File: src/rtl/brc_pkg.sv
package brc_pkg;
  typedef enum logic [2:0] {
    CLS_JP   = 3'd0,
    CLS_JR   = 3'd1,
    CLS_DJNZ = 3'd2,
    CLS_CALL = 3'd3,
    CLS_RET  = 3'd4,
    CLS_RST  = 3'd5
  } brc_class_e;

  localparam int CYC_W = 5;

  localparam logic [CYC_W-1:0] CYC_JP       = 5'd10;
  localparam logic [CYC_W-1:0] CYC_JR_TK    = 5'd12;
  localparam logic [CYC_W-1:0] CYC_JR_NT    = 5'd7;
  localparam logic [CYC_W-1:0] CYC_LOOP_TK  = 5'd13;
  localparam logic [CYC_W-1:0] CYC_LOOP_NT  = 5'd8;
  localparam logic [CYC_W-1:0] CYC_CALL_TK  = 5'd17;
  localparam logic [CYC_W-1:0] CYC_CALL_NT  = 5'd10;
  localparam logic [CYC_W-1:0] CYC_RETC_TK  = 5'd11;
  localparam logic [CYC_W-1:0] CYC_RETC_NT  = 5'd5;
  localparam logic [CYC_W-1:0] CYC_RET_UNC  = 5'd10;
  localparam logic [CYC_W-1:0] CYC_RST      = 5'd11;
endpackage

File: src/rtl/brc_cond_eval.sv
module brc_cond_eval #(
  parameter int FLAG_W = 8,
  parameter int S_BIT  = 7,
  parameter int Z_BIT  = 6,
  parameter int P_BIT  = 2,
  parameter int C_BIT  = 0
) (
  input  logic [FLAG_W-1:0] flags_i,
  input  logic [2:0]        sel_i,
  output logic              hit_o
);
  logic picked;

  // sel[2:1] picks the flag, sel[0] picks its sense (1 = set)
  always_comb begin
    unique case (sel_i[2:1])
      2'd0:    picked = flags_i[Z_BIT];
      2'd1:    picked = flags_i[C_BIT];
      2'd2:    picked = flags_i[P_BIT];
      default: picked = flags_i[S_BIT];
    endcase
    hit_o = sel_i[0] ? picked : ~picked;
  end

  always_comb begin
    if (sel_i == 3'd1) a_r1_zero_set : assert (hit_o == flags_i[Z_BIT]);
    if (sel_i == 3'd6) a_r1_plus     : assert (hit_o == ~flags_i[S_BIT]);
  end
endmodule

File: src/rtl/brc_loop_dec.sv
module brc_loop_dec #(
  parameter int CNT_W = 8
) (
  input  logic [CNT_W-1:0] cnt_i,
  output logic [CNT_W-1:0] dec_o,
  output logic             nz_o
);
  always_comb begin
    dec_o = cnt_i - CNT_W'(1);
    nz_o  = |dec_o;
  end

  always_comb begin
    a_r5_one_ends : assert (!(cnt_i == CNT_W'(1)) || !nz_o);
  end
endmodule

File: src/rtl/brc_cycle_sel.sv
module brc_cycle_sel
  import brc_pkg::*;
(
  input  logic [2:0]       class_i,
  input  logic             cond_en_i,
  input  logic             taken_i,
  output logic [CYC_W-1:0] cycles_o
);
  always_comb begin
    unique case (class_i)
      CLS_JP:   cycles_o = CYC_JP;
      CLS_JR:   cycles_o = taken_i ? CYC_JR_TK : CYC_JR_NT;
      CLS_DJNZ: cycles_o = taken_i ? CYC_LOOP_TK : CYC_LOOP_NT;
      CLS_CALL: cycles_o = taken_i ? CYC_CALL_TK : CYC_CALL_NT;
      CLS_RET:  cycles_o = !cond_en_i ? CYC_RET_UNC :
                           (taken_i ? CYC_RETC_TK : CYC_RETC_NT);
      CLS_RST:  cycles_o = CYC_RST;
      default:  cycles_o = '0;
    endcase
  end
endmodule

File: src/rtl/branch_unit.sv
module branch_unit
  import brc_pkg::*;
#(
  parameter int FLAG_W = 8,
  parameter int CNT_W  = 8,
  parameter int VEC_W  = 16,
  parameter int S_BIT  = 7,
  parameter int Z_BIT  = 6,
  parameter int P_BIT  = 2,
  parameter int C_BIT  = 0
) (
  input  logic              clk_i,
  input  logic              rst_ni,
  input  logic              valid_i,
  input  logic [2:0]        class_i,
  input  logic              cond_en_i,
  input  logic [2:0]        cond_sel_i,
  input  logic [FLAG_W-1:0] flags_i,
  input  logic [CNT_W-1:0]  count_i,
  output logic              valid_o,
  output logic              taken_o,
  output logic [4:0]        cycles_o,
  output logic [CNT_W-1:0]  count_o,
  output logic [VEC_W-1:0]  vector_o
);
  localparam int VEC_PAD = VEC_W - 6;

  logic             hit;
  logic [CNT_W-1:0] dec;
  logic             dec_nz;
  logic             taken_d;
  logic [CYC_W-1:0] cyc_d;
  logic [CNT_W-1:0] cnt_d;
  logic [VEC_W-1:0] vec_d;

  brc_cond_eval #(
    .FLAG_W(FLAG_W), .S_BIT(S_BIT), .Z_BIT(Z_BIT), .P_BIT(P_BIT), .C_BIT(C_BIT)
  ) u_cond (
    .flags_i(flags_i),
    .sel_i  (cond_sel_i),
    .hit_o  (hit)
  );

  brc_loop_dec #(.CNT_W(CNT_W)) u_dec (
    .cnt_i(count_i),
    .dec_o(dec),
    .nz_o (dec_nz)
  );

  always_comb begin
    unique case (class_i)
      CLS_JP, CLS_JR, CLS_CALL, CLS_RET: taken_d = cond_en_i ? hit : 1'b1;
      CLS_DJNZ:                          taken_d = dec_nz;
      CLS_RST:                           taken_d = 1'b1;
      default:                           taken_d = 1'b0;
    endcase
    cnt_d = (class_i == CLS_DJNZ) ? dec : count_i;
    vec_d = (class_i == CLS_RST) ? {{VEC_PAD{1'b0}}, cond_sel_i, 3'b000} : '0;
  end

  brc_cycle_sel u_cyc (
    .class_i  (class_i),
    .cond_en_i(cond_en_i),
    .taken_i  (taken_d),
    .cycles_o (cyc_d)
  );

  always_ff @(posedge clk_i or negedge rst_ni) begin
    if (!rst_ni) begin
      valid_o  <= 1'b0;
      taken_o  <= 1'b0;
      cycles_o <= '0;
      count_o  <= '0;
      vector_o <= '0;
    end else begin
      valid_o <= valid_i;
      if (valid_i) begin
        taken_o  <= taken_d;
        cycles_o <= cyc_d;
        count_o  <= cnt_d;
        vector_o <= vec_d;
      end
    end
  end

  a_r9_valid_lat : assert property (@(posedge clk_i) disable iff (!rst_ni)
    valid_i |=> valid_o);
  a_r3_jp_cycles : assert property (@(posedge clk_i) disable iff (!rst_ni)
    valid_i && class_i == CLS_JP |=> cycles_o == 5'd10);
  a_r8_rst_taken : assert property (@(posedge clk_i) disable iff (!rst_ni)
    valid_i && class_i == CLS_RST |=> taken_o && cycles_o == 5'd11);
  a_r5_loop_count : assert property (@(posedge clk_i) disable iff (!rst_ni)
    valid_i && class_i == CLS_DJNZ |=> count_o == $past(count_i) - CNT_W'(1));
  a_r2_unc_taken : assert property (@(posedge clk_i) disable iff (!rst_ni)
    valid_i && !cond_en_i && (class_i == CLS_JP || class_i == CLS_JR ||
    class_i == CLS_CALL || class_i == CLS_RET) |=> taken_o);
  a_r9_hold : assert property (@(posedge clk_i) disable iff (!rst_ni)
    !valid_i |=> $stable(cycles_o) && $stable(taken_o));
endmodule

File: config.mk
export PLATFORM = sky130hd
export DESIGN_NAME = branch_unit
export DESIGN_NICKNAME = d
export VERILOG_FILES = /design/src/rtl/brc_pkg.sv /design/src/rtl/brc_cond_eval.sv /design/src/rtl/brc_loop_dec.sv /design/src/rtl/brc_cycle_sel.sv /design/src/rtl/branch_unit.sv
export SDC_FILE = /design/constraint.sdc
export NUM_CORES = 1
export LEC_CHECK = 0
export ABC_AREA = 1
export CAP_MARGIN = 40
export CORE_MARGIN = 2
export CORE_UTILIZATION = 42
export CTS_CLUSTER_DIAMETER = 80
export CTS_CLUSTER_SIZE = 12
export DETAILED_ROUTE_END_ITERATION = 6
export GPL_TIMING_DRIVEN = 0
export PLACE_DENSITY = 0.83
export SLEW_MARGIN = 30
export SYNTH_ARGS = -nofsm -noshare
export SYNTH_HDL_FRONTEND = slang
export SYNTH_HIERARCHICAL = 1
export SYNTH_SLANG_ARGS = --single-unit
File: constraint.sdc
create_clock -name clk_i -period 0.8 [get_ports clk_i]
set_input_delay 0.16 -clock clk_i [delete_from_list [all_inputs] [get_ports clk_i]]
set_output_delay 0.16 -clock clk_i [all_outputs]
set_load 0.05 [all_outputs]
==> summary.txt <==
Run status
  • Outcome: complete, but fails checks
  • Failing checks: hold timing, setup timing

Power and ir drop
  • Clock power share: about 19%
  • Sw Pwr: roughly 1.3 mW
  • Internal: ~1.9 mW
  • Leakage: 1.157 nW
  • Power per Cell Area: 1402 mW/mm2
  • Combinational share of power: approximately 47%
  • VDD IR max: 0.9823 mV
  • Reg power frac: roughly 34%
  • Sw frac: 41.11%

Routing
  • DRT Pass-1 Iters: 6
  • Vias: around 1600
  • DRT Wirelength: between 4000 and 5000 um
  • Residual DRC: 0
  • Wire per inst: 13.91 um
  • Starting DRT DRC Count: 70
  • ANT nets after route: 0
  • Via density: around 5.2

Timing
  • Max-slew violation total from the final report: 0
  • Final worst-path cycle share: 195.5%
  • Hold WS: -0.1450 ns
  • Final hold viol count: 8
  • Count of final setup violators: 27
  • RSZ-0062 raised after global routing: yes
  • Peak Freq: approximately 0.64 GHz
  • Tmin final: roughly 1.6 ns
  • Final setup margin: -0.7637 ns
  • Max Clock Skew: 0 ns
  • Final setup TNS: -9.855 ns

CTS
  • Max H-tree Level: 1
  • CTS tree: yes
  • Clock insertion delay at the later pin of the skew report: roughly 0.31 ns
  • CTS Buf Count: 3
  • Reg clk slew, reported paths: between 0.1 and 0.15 ns
  • CTS Buffer Depth: 2
  • # hold bufs at CTS: 0
  • Clock Sinks: 18
  • Root Buffer: clkbuf_4

Final layout
  • Util after Layout: around three quarters
  • Most common cell after layout, fill and taps aside: nand2_1
  • Net count, final: between 300 and 400
  • Layout cell share with drive strength beyond 1: a little over 50%
  • Final Cell Area: 0.002256 mm2
  • Most frequent cells in the layout: 54 x nand2_1, 43 x buf_4, 23 x buf_6
  • Area grow syn2layout: 72.87%
  • # diodes: 0

Floorplanning
  • Initial Util: a little over two fifths
  • CORE AREA: about 0.003 mm2
  • DIE HEIGHT: between 50 and 60 um
  • Die span in x: 59.74 um
  • I/O pin total: between 50 and 60
  • Die area: roughly 0.0036 mm2
  • Rows: 20

Synth
  • Synth top area share: around a third
  • Cell Area, Synth: approximately 0.0013 mm2
  • YS warnings: 6
  • Number of synthesized register bits: 18
  • Sequential share of the synthesized area: around 35%
  • Area contributors post-synth: dfrtp_1 35%, nand2_1 18%, buf_4 7.5%, a21oi_1 6.1%, nand3_1 5.4%
  • Yosys cell types: 25
  • Post-synthesis cell count: around 190
  • Post-synth top area cell: dfrtp_1
  • Post-Syn Area per Cell: 6.905 um2

Run
  • Max Cap Viol: 0

Global routing
  • Overflow after GRT: 0
  • First-pass GRT wire length: between 5000 and 6000 um
  • Largest net degree at the start of global routing: 19
  • Number of global-route vias before repair: 1354
  • Initial antenna violation count: 0
  • GRT Overall Usage: roughly 21%

Worst setup path
  • Reg-to-Reg Start: count_o[5]$_DFFE_PN0P_
  • Most frequent CP cell: nand2_1
  • Startpoint Class: input pin
  • CP Capture Type: flop
  • Crit-path leading delay family: simple AND/OR/NAND/NOR gates
  • CP max-delay cell: xor2_2
  • CP Depth: 15
  • Worst EP required: ~1.1 ns
  • CP Class: input pin to flop
  • R2R depth: 3
  • RR Endpoint: count_o[5]$_DFFE_PN0P_
  • FF-to-FF setup slack: -0.01 ns
  • WP buf/inv: 3
  • Setup crit end: cycles_o[0]$_DFFE_PN0P_
  • CP cell instances: buf_12 > buf_6 > nor2_4 > nand3_2 > xor2_2 > nor2_1 > nand2_1 > nand4_1 > nand3_4 > buf_4 > nand2_2 > nand2_2 > nand3_2 > nand2_1 > nand2_1
  • Max Fanout on Critical Path: 6
  • Worst path max stage delay: roughly 0.20 ns
  • CP arrival: about 1.8 ns
  • Critical path origin: count_i[1]

Placed design
  • Routability cong.: 0.8457
  • Port Buf Inserts: 39
  • HPWL after detailed placement: 2231 um
  • Post-DP Area: 0.001851 mm2

Worst hold path
  • Hold/Removal Path Class: input pin to async pin
## kinds of logic after synthesis
logic type,Yosys count,synth area share (%)
buffers and inverters,38,16.30
flip-flops,18,34.52
other,1,0.2874
AND/OR/NAND/NOR,111,39.12
adder cells (fa/ha/maj),2,1.917
AO/OA/AOI/OAI,18,7.191
XOR/XNOR,1,0.6713
## cells in the mapped netlist (all sizes together)
cell type	count
xor2	1
clkinv	2
o21ai	2
nor2	20
ha	2
buf	16
nand4	6
inv	20
nand3b	1
a21oi	16
nand3	17
conb	1
dfrtp	18
nor3	1
nand2	66
## repair_timing
| action | 4_1_cts | 5_1_grt |
|---|---|---|
| setup endpoints to repair | 53 | 35 |
| cloned | 0 | 1 |
| gates resized for setup | 190 | 24 |
| pin swaps | 15 | 11 |
| hold endpoints to repair | 0 | 8 |
| buffers inserted | 23 | 9 |
## sequential cells by signal (all words and copies together) (netlist names)
signal	count
valid_o	1
count_o	8
vector_o	3
taken_o	1
cycles_o	5
## stage by stage
stage               cells  total power [mW]  setup WS [ns]
detailed placement    273             2.254         -1.732
global placement      273             2.237         -1.698
finish                311             3.162        -0.7637
floorplan             201             1.852        -0.7529
global route          311             3.301        -0.8437
CTS                   300             3.014        -0.6642
## worst min path at each step
stage / from / endpoint / slack (ns) / cells after the start
after detailed placement: cycles_o[4]$_DFFE_PN0P_ / cycles_o[4]$_DFFE_PN0P_ / 0.46 / 2
after global routing: rst_ni / count_o[6]$_DFFE_PN0P_ / -0.12 / 1
after global placement: cycles_o[0]$_DFFE_PN0P_ / cycles_o[0]$_DFFE_PN0P_ / 0.46 / 2
final: rst_ni / valid_o$_DFF_PN0_ / -0.15 / 1
after CTS: rst_ni / valid_o$_DFF_PN0_ / 0.07 / 1
after floorplan: rst_ni / count_o[0]$_DFFE_PN0P_ / -0.14 / 0
## area by class of cell
type | count | area [um2]
Sequential cell | 18 | 462.9
Multi-Input combinational cell | 146 | 823.3
Fill cell | 207 | 747.0
Timing Repair Buffer | 72 | 645.6
Inverter | 22 | 121.4
Buffer | 16 | 125.1
Clock buffer | 4 | 36.28
Tap cell | 33 | 41.29
## power groups by stage
stage	combinational, mW	sequential (mW)	clock, mW
finish	1.49	1.06	0.610
CTS	1.36	1.06	0.597
global route	1.58	1.07	0.656
global placement	1.18	1.06	0
floorplan	0.490	1.36	0
detailed placement	1.19	1.06	0
## layer usage
metal / GRT usage, % / wire length [um] / part of all wire, %
met2: 37.58 / 2173 / 50
met1: 26.75 / 1693 / 39
met3: 0.6494 / 240 / 5.5
met5: 0 / 0 / 0
met4: 10.79 / 219 / 5.1
## worst reg2reg max path, delay by kind of cell, from the launching register on
family,cells,cell delay (ns)
buffers and inverters,1,0.13
flip-flops,1,0.43
AO/OA/AOI/OAI,1,0.04
AND/OR/NAND/NOR,1,0.11
No activity file was read; power rests on OpenSTA's default activity.
